<file path="config.mk">
export PLATFORM = sky130hd
export DESIGN_NAME = nan_result_sel
export DESIGN_NICKNAME = d
export VERILOG_FILES = /design/src/rtl/nan_sel_pkg.sv /design/src/rtl/nan_classify.sv /design/src/rtl/nan_pick.sv /design/src/rtl/invalid_sticky.sv /design/src/rtl/nan_result_sel.sv
export SDC_FILE = /design/constraint.sdc
export NUM_CORES = 1
export LEC_CHECK = 0
export CAP_MARGIN = 20
export CELL_PAD_IN_SITES_DETAIL_PLACEMENT = 0
export CELL_PAD_IN_SITES_GLOBAL_PLACEMENT = 1
export CORE_MARGIN = 2
export CORE_UTILIZATION = 46
export DETAILED_ROUTE_END_ITERATION = 12
export DONT_BUFFER_PORTS = 1
export GPL_TIMING_DRIVEN = 0
export HOLD_SLACK_MARGIN = 0.06
export PLACE_DENSITY = 0.78
export REMOVE_ABC_BUFFERS = 1
export SETUP_SLACK_MARGIN = 0.4
export SLEW_MARGIN = 20
export SYNTH_ARGS = -nofsm -noshare
export SYNTH_HDL_FRONTEND = slang
export SYNTH_SLANG_ARGS = --single-unit
</file>
<file path="constraint.sdc">
create_clock -name clk -period 1 [get_ports clk]
set_input_delay 0.2 -clock clk [delete_from_list [all_inputs] [get_ports clk]]
set_output_delay 0.2 -clock clk [all_outputs]
set_load 0.005 [all_outputs]
</file>
<file path="src/rtl/nan_sel_pkg.sv">
package nan_sel_pkg;

    typedef enum logic [1:0] {
        OPC_ARITH = 2'd0,
        OPC_COPY  = 2'd1,
        OPC_XFER  = 2'd2,
        OPC_RSVD  = 2'd3
    } op_class_e;

    typedef enum logic [1:0] {
        SGN_KEEP = 2'd0,
        SGN_ABS  = 2'd1,
        SGN_NEG  = 2'd2,
        SGN_RSVD = 2'd3
    } sign_act_e;

    typedef enum logic {
        FLAG_CLEAR  = 1'b0,
        FLAG_RAISED = 1'b1
    } flag_state_e;

    typedef struct packed {
        logic is_nan;
        logic is_snan;
        logic is_qnan;
    } nan_kind_t;

endpackage

</file>
<file path="src/rtl/nan_classify.sv">
module nan_classify
    import nan_sel_pkg::*;
#(
    parameter int EXP_W  = 8,
    parameter int FRAC_W = 23
) (
    input  logic [EXP_W+FRAC_W:0] word,
    output nan_kind_t             kind
);
    localparam int QBIT = FRAC_W - 1;

    logic exp_ones;
    logic frac_nz;

    always_comb begin
        exp_ones     = &word[FRAC_W +: EXP_W];
        frac_nz      = |word[FRAC_W-1:0];
        kind.is_nan  = exp_ones && frac_nz;
        kind.is_snan = kind.is_nan && !word[QBIT];
        kind.is_qnan = kind.is_nan && word[QBIT];
    end
endmodule

</file>
<file path="src/rtl/nan_pick.sv">
module nan_pick
    import nan_sel_pkg::*;
#(
    parameter int EXP_W  = 8,
    parameter int FRAC_W = 23,
    parameter int N_OPND = 2
) (
    input  logic [EXP_W+FRAC_W:0] words [N_OPND],
    input  nan_kind_t             kinds [N_OPND],
    input  logic [N_OPND-1:0]     use_mask,
    output logic                  any_nan,
    output logic                  any_snan,
    output logic [EXP_W+FRAC_W:0] pick
);
    localparam int WORD_W = 1 + EXP_W + FRAC_W;

    logic [WORD_W-1:0] snan_word;
    logic [WORD_W-1:0] qnan_word;
    logic              snan_hit;
    logic              qnan_hit;

    // Walk from the last operand down so the lowest index wins.
    always_comb begin
        snan_word = '0;
        qnan_word = '0;
        snan_hit  = 1'b0;
        qnan_hit  = 1'b0;
        for (int i = N_OPND - 1; i >= 0; i--) begin
            if (use_mask[i] && kinds[i].is_snan) begin
                snan_word = words[i];
                snan_hit  = 1'b1;
            end
            if (use_mask[i] && kinds[i].is_qnan) begin
                qnan_word = words[i];
                qnan_hit  = 1'b1;
            end
        end
        any_snan = snan_hit;
        any_nan  = snan_hit || qnan_hit;
        pick     = snan_hit ? snan_word : qnan_word;
    end
endmodule

</file>
<file path="src/rtl/invalid_sticky.sv">
module invalid_sticky
    import nan_sel_pkg::*;
(
    input  logic clk,
    input  logic rst_n,
    input  logic set_req,
    input  logic clr_req,
    output logic flag
);
    flag_state_e state_q;
    flag_state_e state_d;

    always_ff @(posedge clk or negedge rst_n) begin
        if (!rst_n) state_q <= FLAG_CLEAR;
        else        state_q <= state_d;
    end

    always_comb begin
        state_d = state_q;
        unique case (state_q)
            FLAG_CLEAR:  if (set_req) state_d = FLAG_RAISED;
            FLAG_RAISED: if (clr_req && !set_req) state_d = FLAG_CLEAR;
            default:     state_d = FLAG_CLEAR;
        endcase
    end

    assign flag = (state_q == FLAG_RAISED);
endmodule

</file>
<file path="src/rtl/nan_result_sel.sv">
module nan_result_sel
    import nan_sel_pkg::*;
#(
    parameter int EXP_W  = 8,
    parameter int FRAC_W = 23
) (
    input  logic                     clk,
    input  logic                     rst_n,
    input  logic                     in_valid,
    input  logic [1:0]               op_class,
    input  logic                     dflt_mode,
    input  logic [1:0]               sign_act,
    input  logic                     two_opnd,
    input  logic [EXP_W+FRAC_W:0]    opnd_a,
    input  logic [EXP_W+FRAC_W:0]    opnd_b,
    input  logic                     flag_clr,
    output logic                     ovr_valid,
    output logic [EXP_W+FRAC_W:0]    ovr_result,
    output logic                     invalid_flag
);
    localparam int WORD_W = 1 + EXP_W + FRAC_W;
    localparam int N_OPND = 2;
    localparam int SIGN_B = WORD_W - 1;
    localparam int QBIT   = FRAC_W - 1;
    localparam logic [WORD_W-1:0] DFLT_NAN =
        {1'b0, {EXP_W{1'b1}}, 1'b1, {(FRAC_W-1){1'b0}}};

    logic [WORD_W-1:0] words [N_OPND];
    nan_kind_t         kinds [N_OPND];
    logic [N_OPND-1:0] use_mask;
    logic              any_nan;
    logic              any_snan;
    logic [WORD_W-1:0] pick;

    logic              hit_d;
    logic [WORD_W-1:0] res_d;
    logic              set_d;
    logic              ovr_valid_q;
    logic [WORD_W-1:0] ovr_result_q;

    op_class_e cls;
    sign_act_e sact;

    assign words[0] = opnd_a;
    assign words[1] = opnd_b;
    assign cls      = op_class_e'(op_class);
    assign sact     = sign_act_e'(sign_act);

    for (genvar g = 0; g < N_OPND; g++) begin : g_cls
        nan_classify #(.EXP_W(EXP_W), .FRAC_W(FRAC_W)) i_classify (
            .word (words[g]),
            .kind (kinds[g])
        );
    end

    always_comb begin
        use_mask    = '0;
        use_mask[0] = 1'b1;
        use_mask[1] = two_opnd && (cls == OPC_ARITH);
    end

    nan_pick #(.EXP_W(EXP_W), .FRAC_W(FRAC_W), .N_OPND(N_OPND)) i_pick (
        .words    (words),
        .kinds    (kinds),
        .use_mask (use_mask),
        .any_nan  (any_nan),
        .any_snan (any_snan),
        .pick     (pick)
    );

    always_comb begin
        hit_d = 1'b0;
        res_d = '0;
        set_d = 1'b0;
        unique case (cls)
            OPC_ARITH: begin
                hit_d = any_nan;
                set_d = any_snan;
                if (dflt_mode) begin
                    res_d = DFLT_NAN;
                end else begin
                    res_d       = pick;
                    res_d[QBIT] = 1'b1;
                end
            end
            OPC_COPY: begin
                hit_d = kinds[0].is_nan;
                res_d = opnd_a;
                unique case (sact)
                    SGN_ABS:  res_d[SIGN_B] = 1'b0;
                    SGN_NEG:  res_d[SIGN_B] = ~opnd_a[SIGN_B];
                    SGN_KEEP,
                    SGN_RSVD: res_d[SIGN_B] = opnd_a[SIGN_B];
                    default:  res_d[SIGN_B] = opnd_a[SIGN_B];
                endcase
            end
            OPC_XFER,
            OPC_RSVD: begin
                hit_d = kinds[0].is_nan;
                res_d = opnd_a;
            end
            default: begin
                hit_d = 1'b0;
                res_d = '0;
            end
        endcase
        hit_d = hit_d && in_valid;
        set_d = set_d && in_valid;
        if (!hit_d) res_d = '0;
    end

    always_ff @(posedge clk or negedge rst_n) begin
        if (!rst_n) begin
            ovr_valid_q  <= 1'b0;
            ovr_result_q <= '0;
        end else begin
            ovr_valid_q  <= hit_d;
            ovr_result_q <= res_d;
        end
    end

    invalid_sticky i_sticky (
        .clk     (clk),
        .rst_n   (rst_n),
        .set_req (set_d),
        .clr_req (flag_clr),
        .flag    (invalid_flag)
    );

    assign ovr_valid  = ovr_valid_q;
    assign ovr_result = ovr_result_q;
endmodule

</file>
==> reports/results.txt, run 1 <==
The flow ran to the end, but the final reports show violations. The final reports fail on hold timing, setup timing. The tools report the required time at the worst-slack endpoint as 1.26 ns. The run gives 28.4% as the routing usage on met1. Among cell families on the critical path, the largest total delay comes from simple AND/OR/NAND/NOR gates. For this block, the initial DRC count from the detailed router was 103. The power density over the cells was 1190 nW/µm²; the cell area after placement was 1530 µm². After synthesis the netlist holds a flip-flop and latch count of 34. Setup repair after global routing could not meet its margin everywhere. The critical path contains buffers and inverters numbering 2 combined. The met3 track utilization from global routing is 10.3%, and the static leakage power is 0.855 nW. The logs give -0.446 ns for the worst-case hold slack and 1.71 ns for the arrival time at the worst endpoint. The clock transition time at the flip-flop clock pins of the worst setup and hold paths works out to 0.10 ns. The tools report the I/O pin total as 108. STA classifies the critical path startpoint as a primary input. The net count of the finished layout is 234.

The portion of synthesized cell area occupied by the leading cell type was 56.0%; the number of cell rows was 20. Entering global routing, the biggest net connects 35 pins. The mean cell area of the mapped netlist is 10.4 µm². The Yosys step of the flow raised 0 warnings. Global routing consumed, on the met2 layer, 40.5% of the routing resources. Counting flops with an async set or reset pin after synthesis yields a share of 100%. Detailed-route via count: 1297. After Yosys synthesis, and, or, nand and nor cells account for 18.7% of the synthesized area. The run gives 5 as the number of clock buffers inserted by TritonCTS. The synthesized netlist devotes 0% of its cell area to XOR and XNOR gates. The area growth from synthesis to final layout was 25.5%. The cell taking the most area after synthesis is sky130_fd_sc_hd__dfrtp_1. The die covers 3780 µm².

CTS saw 34 sinks. In this run the standard cell core region covers 3100 µm². The clock tree buffer depth was 2. The utilization after layout was 61.5%; the final critical-path setup slack was -0.450 ns. The floorplan die height works out to 61.5 µm.

Type of the tightest min-delay check: primary input to async pin. After detailed routing, the average wire length per cell comes to 22.3 µm. The synthesized design contains 0 enable-type register cells.

The number of global-route vias before repair was 1359. The antenna cell count came out at 0. The actual transition at the worst max-transition pin is 0.353 ns, and the first-pass GRT wire length is 6510 µm.

Once layout is done, the placed cells without fillers occupy 1910 µm². The sequential cells in the finished layout cover a total of 851 µm². Type of element capturing the critical path: a flop. Effective utilization at floorplan: 49.0%. Fraction of synthesized area in multiplexers: 0%.

The HPWL after detailed placement was 2700 µm; the post-route minimum period was 1.45 ns. The largest stage delay on the critical path works out to 0.37 ns. The count of buffers added on input and output ports is 0. The total overflow left after global routing is 0. Among all cell types in the netlist, the one instantiated most often is sky130_fd_sc_hd__dfrtp_1. The global routing usage summed across all routing layers was 24.8%; the insertion delay of the later-clocked pin in the worst-skew pair was 0.32 ns.

The number of antenna violations at the first check in global routing came out at 0. The combinational family with the most area after synthesis is simple AND/OR/NAND/NOR gates. The tool flagged a number of max-cap violations equal to 0. Clock skew on the completed layout was measured at 0 ns.

TritonCTS built the clock tree. In the final layout, the multi-input gates occupy 826 µm². After detailed routing, the total wire length is 4530 µm. Gate count of the mapped netlist: 146.

The worst-case IR drop observed on VDD is 749 µV. Static timing analysis puts the maximum clock frequency at 690 MHz. The layout has 291 filler cells. met2 is the most crowded layer. For this run, design rule violations remaining after detail routing come to 0.

The number of failing hold endpoints at the final stage came out at 37. The critical path is of the primary input to flop type. The synthesized netlist contains 25 unique library cells. The signal on the critical path passes through nand4_1, nor4_4, o2111ai_4, buf_6, a211oi_4, buf_6, a22oi_1, nor2_1. The run gives 0 as the count of pins over their slew limit. Dividing the detail-routed via count by the number of cells gives 6.39. For the setup slack on the worst flop-to-flop path, the log shows 0.37 ns. The summed instance area of the synthesized netlist came out at 1520 µm². Yosys attributes the largest share of cell area to sky130_fd_sc_hd__dfrtp_1 (56%), sky130_fd_sc_hd__a22oi_1 (9.9%), sky130_fd_sc_hd__nor2_1 (6.7%). Detailed-routing iteration count for the pre-antenna-repair pass: 4. In this run the remaining antenna-violating nets after routing total 0. Of the total synthesized cell area, the portion taken by full adders, half adders and majority gates is 0.823%. Setup violations remaining at the end of the flow were counted as 34. For the final routed database, the setup TNS stands at -12.23 ns. In this run the horizontal extent of the chip is 61.5 µm.

The tree is rooted in a sky130_fd_sc_hd__clkbuf_4. In the synthesized netlist the dominant register cell turns out to be sky130_fd_sc_hd__dfrtp_1. The H-tree level count was 2. The slowest stage of the critical path belongs to the cell sky130_fd_sc_hd__nor4_4.

By count the netlist is led by sky130_fd_sc_hd__dfrtp_1 (34), sky130_fd_sc_hd__nor2_1 (27), sky130_fd_sc_hd__a22oi_1 (20), sky130_fd_sc_hd__inv_1 (13), sky130_fd_sc_hd__nor4_1 (10). In this run the worst path has a maximum fanout of 6. The cell that appears most often on the critical path is sky130_fd_sc_hd__buf_6. The congestion estimate from routability-driven global placement came to 0.717.

Total power for the finished layout comes to 2.28 mW. The post-synthesis compound-gate area fraction was 17.6%; the worst max-slew margin expressed relative to the limit was 75.9%. In the final layout, the share of cells above drive strength 1 is 30.8%. The share of the cycle needed by the critical path after routing was 145%; the fraction of the yosys area taken by sequential cells was 56.0%.
[through the flow]
step	cells	setup slack, ns
4_1_cts	202	-0.378
3_3_place_gp	183	-1.61
3_5_place_dp	183	-1.31
2_1_floorplan	139	-1.12
5_1_grt	203	-0.543
6_report	203	-0.450
[state kept, by name (all words and copies together), names as in the netlist]
signal,cells
ovr_result,32
ovr_valid,1
i_sticky.flag,1
[power by group]
group          leakage (nW)  switching [mW]  internal, mW
logic                 0.354           0.104         0.117
clock network        0.0254           0.415         0.265
registers             0.475        0.000949          1.38
total                 0.855           0.520          1.76
[cell usage in the layout (no fill, tap or decap), types with 2 or more instances in the layout]
master	synthesis	routed
sky130_fd_sc_hd__a22oi_1	20	5
sky130_fd_sc_hd__a22oi_2	2	17
sky130_fd_sc_hd__buf_4	0	2
sky130_fd_sc_hd__nor4_1	10	6
sky130_fd_sc_hd__nor2b_1	2	2
sky130_fd_sc_hd__o21ai_0	4	4
sky130_fd_sc_hd__a31o_4	0	4
sky130_fd_sc_hd__a211oi_4	0	2
sky130_fd_sc_hd__clkbuf_1	3	2
sky130_fd_sc_hd__clkbuf_4	0	5
sky130_fd_sc_hd__nor2_1	27	26
sky130_fd_sc_hd__inv_1	13	13
sky130_fd_sc_hd__nor4_4	1	3
sky130_fd_sc_hd__nand2_1	7	5
sky130_fd_sc_hd__nand3_1	2	2
sky130_fd_sc_hd__buf_6	4	6
sky130_fd_sc_hd__nor4_2	0	2
sky130_fd_sc_hd__dfrtp_1	34	34
sky130_fd_sc_hd__nor3_1	2	2
sky130_fd_sc_hd__nand4_1	5	5
[kinds of logic (layout without fill, tap and decap cells)]
| group | after synthesis | after routing |
|---|---|---|
| simple gates | 57 | 58 |
| compound gates | 34 | 38 |
| flops | 34 | 34 |
| buf+inv | 20 | 28 |
| fa+ha+maj | 1 | 1 |
[layer usage]
layer,vias up,routed length (µm)
met5,-,0
met3,10,443
met2,88,2290
met4,0,95
met1,640,1700
li1,559,-
[worst paths after layout]
kind,from,end,cells past startpoint
setup / recovery,opnd_b[26],ovr_result[1],8
hold / removal,rst_n,ovr_result[11],0
setup reg to reg,i_sticky.flag,i_sticky.flag,2
hold reg to reg,i_sticky.flag,i_sticky.flag,2
max in group asynchronous,rst_n,ovr_result[7],0
min in group clk,flag_clr,i_sticky.flag,1
[layout make-up]
class                   count  area share (%)
flip-flops and latches     34            44.6
inverters                  13            2.56
clock buffers               7            2.36
well taps                  44            2.89
repair buffers              8            4.33
multi-input cells          97            43.3
[what timing repair did]
action	CTS	global route
gates cloned	4	1
resized for setup	35	6
endpoints found under the setup margin	68	68
setup buffers	8	0
endpoints found under the hold margin	58	58
pin swaps	24	6
Power figures use the tool's default switching activity.
==> inputs of run 2 (changes only) <==
- ABC_AREA: default -> 1
- PLACE_DENSITY: 0.78 -> 0.83
==> reports/results.txt, run 2 <==
The launch point of the worst path was opnd_a[23]. The first global-routing pass estimated 16800 µm of wire. After synthesis the netlist holds a flip-flop and latch count of 34. After technology mapping, the gate count stands at 494.

For the pin with the worst max-slew slack, the measured transition is 0.929 ns. In this run, synthesis inferred 0 flip-flops with an integrated enable. Counting the fill cells in the layout gives 597. For this run, the detailed router's first-pass iteration total came to 6.

OpenSTA, run right after detailed placement, puts the worst setup slack at -1.70 ns. The sequential cells in the finished layout cover a total of 851 µm². The largest stage delay on the critical path was 0.17 ns; the count of pins over their slew limit was 0.

The multi-input combinational cells in the finished layout cover a total of 1930 µm². A synthesized cell averages 5.93 µm². Timing would allow up to 780 MHz. The number of different library cells used by synthesis comes to 24. For this run, the post-layout net count is 595.

Final critical-path setup slack: -0.282 ns. Yosys instantiated no cell more often than sky130_fd_sc_hd__nand2_1. Type of element capturing the critical path: a flop. The worst-path cell with the longest stage delay was sky130_fd_sc_hd__nor2_4. The H-tree was split into 2 levels. Sorting the synthesized cells by how often they occur yields sky130_fd_sc_hd__nand2_1 (154), sky130_fd_sc_hd__inv_1 (106), sky130_fd_sc_hd__nand3_1 (73), sky130_fd_sc_hd__dfrtp_1 (34), sky130_fd_sc_hd__nor2_1 (30). Power comes to 3.57 mW. In this run the horizontal extent of the chip is 83.8 µm.

Setup violations remaining at the end of the flow were counted as 34. The maximum fanout encountered on the critical timing path is 6. The number of buffers added on ports came out at 0.

The tree is rooted in a sky130_fd_sc_hd__clkbuf_8. The area growth from synthesis to layout is 30.1%. In the final routed layout, each cell accounts on average for 18.3 µm. The top cell family by delay on the critical path was simple AND/OR/NAND/NOR gates. The DRC violation count after routing is 0, and the fraction of the yosys area taken by sequential cells is 29.1%.

For this block, the via count after detailed routing is 3388. TritonCTS built the clock tree. In this run the power density over the cells is 937 nW/µm². The clock transition time at the flip-flop clock pins of the worst setup and hold paths works out to 0.08 ns.

The tree built by TritonCTS fans out to 34 sinks. The worst path buffer plus inverter count is 2. The library cell used most frequently in the layout, excluding fill and tap cells, is sky130_fd_sc_hd__nand2_1.

The cell taking the most area after synthesis is sky130_fd_sc_hd__dfrtp_1. For this configuration, the core starts out at a cell density of 46.9%. The post-route netlist has 23.0% of its cells at a drive strength greater than 1. The floorplan step defined a core boundary enclosing 6240 µm². The final reports fail on hold timing, setup timing. The run gives 61.0% as the utilization after layout. The tool flagged a number of max-cap violations equal to 0. By area the synthesized netlist is led by sky130_fd_sc_hd__dfrtp_1 (29%), sky130_fd_sc_hd__nand2_1 (20%), sky130_fd_sc_hd__inv_1 (14%). The logs give 7020 µm² for the full die area and 3146 for the number of global-route vias before repair.

At the worst endpoint, the arrival time is 1.50 ns. For flop-to-flop paths, the worst setup slack is 0.36 ns. The run gives -0.406 ns as the worst-case hold slack. The number of vias per cell is 5.67, and the count of nets left with antenna violations after detail routing is 0. The logs give 0 for the count of yosys warnings during synthesis and 38.0% for the worst max-slew margin expressed relative to the limit. The final global-route overflow total is 0. Between clock sinks in the finished design, the worst skew comes to 0 ns. Share of the cycle needed by the critical path after routing: 128%. The fraction of registers with async set/reset came out at 100%. The flow ran to the end, but the final reports show violations. The critical path is of the primary input to flop type. After the first detailed-routing iteration, the DRC count stood at 267. HPWL after detailed placement: 5260 µm. The run gives 29 as the number of cell rows.

Startpoint type of the worst setup path: a primary input. For the post-detailed-routing wire length, the log shows 11000 µm. The synthesized netlist occupies a cell area of 2930 µm². Entering global routing, the biggest net connects 35 pins.

The number of flip-flops under the largest register name is 32. Walking the worst path, the cells encountered are nand4_1, nor2_4, buf_12, nand3_4, nand2_4, nor2_4, buf_12, nand2_4, nand3_1, a21oi_2. STA puts the critical path data required time at 1.21 ns.

The run gives 30.5% as the global routing usage summed across all routing layers. In the layout the commonest cells are sky130_fd_sc_hd__nand2_1 (146), sky130_fd_sc_hd__inv_1 (100), sky130_fd_sc_hd__nand3_1 (65). The post-route minimum period works out to 1.28 ns.

The later pin in the worst-skew pair is clocked with a latency of 0.28 ns. Most common flop cell mapped by yosys: sky130_fd_sc_hd__dfrtp_1. Portion of synthesized cell area occupied by the leading cell type: 29.1%. The tools report the I/O pin total as 108. The worst register-to-register path begins at i_sticky.flag.

In this run the static leakage power is 2.04 nW. The tools report the antenna cell count as 0. The type of the tightest min-delay check was primary input to async pin. No sink is reached through more buffers than the 2 on the longest clock path.

The number of clock buffers inserted by TritonCTS is 5, and the final weighted congestion in routability-driven placement is 0.803. The number of antenna violations at the first check in global routing was 0; the maximum ir drop on the vdd rail was 834 µV. The die is 83.8 µm tall.

The run gives 34 as the number of failing hold endpoints at the final stage. Setup repair after global routing could not meet its margin everywhere.
## run 2: metrics by stage
step	instances	hold WS [ns]	area [µm²]	TNS, ns
after floorplan	468	-0.0956	2780	-29.95
after global placement	545	-0.0949	2880	-54.33
after detailed placement	545	-0.0949	2880	-54.67
after CTS	587	-0.414	3580	-7.54
after global routing	598	-0.421	3810	-9.38
final	598	-0.406	3810	-7.66
## run 2: area by class of cell
class | instances | area share (%)
Inverter | 110 | 11.9
Tap cell | 77 | 2.53
Timing Repair inverter | 3 | 0.690
Timing Repair Buffer | 29 | 8.14
Sequential cell | 34 | 22.3
Clock buffer | 5 | 1.81
Multi-Input combinational cell | 337 | 50.8
Clock inverter | 3 | 1.81
## run 2: cell families (layout without fill, tap and decap cells)
| logic type | count (synthesis) | in the layout | synth area share (%) |
|---|---|---|---|
| AO/OA/AOI/OAI | 27 | 27 | 5.00 |
| AND/OR/NAND/NOR | 296 | 309 | 46.2 |
| buffers and inverters | 136 | 150 | 19.3 |
| flip-flops | 34 | 34 | 29.1 |
| adder cells (fa/ha/maj) | 1 | 1 | 0.427 |
## run 2: final timing paths
path                                   to  cells past startpoint
max                        ovr_result[12]                     10
min                        ovr_result[21]                      0
max reg2reg                 i_sticky.flag                      2
min reg2reg                 i_sticky.flag                      2
max in group asynchronous   i_sticky.flag                      0
min in group clk            i_sticky.flag                      1
## run 2: metal layers
layer | share of wire (%) | vias up | global-route usage [%] | wire length, µm
met5 | 0 | - | 0 | 0
met4 | 3.9 | 0 | 9.68 | 427
met3 | 11 | 41 | 7.52 | 1210
met2 | 47 | 233 | 50.8 | 5140
met1 | 38 | 1521 | 38.9 | 4190
li1 | - | 1593 | - | -
## run 2: where the power goes
part	switching [mW]	total, mW	internal, mW	leakage, nW
combinational	0.375	0.590	0.215	1.51
sequential	0.0184	1.43	1.41	0.467
clock	0.549	1.55	0.999	0.0683
total	0.943	3.57	2.63	2.04
## run 2: timing repair
| item | CTS | global route |
|---|---|---|
| hold endpoints to repair | 35 | 35 |
| endpoints found under the setup margin | 68 | 68 |
| pin swaps | 21 | 14 |
| cloned | 13 | 3 |
| gates resized for setup | 67 | 32 |
| setup buffers | 21 | 8 |
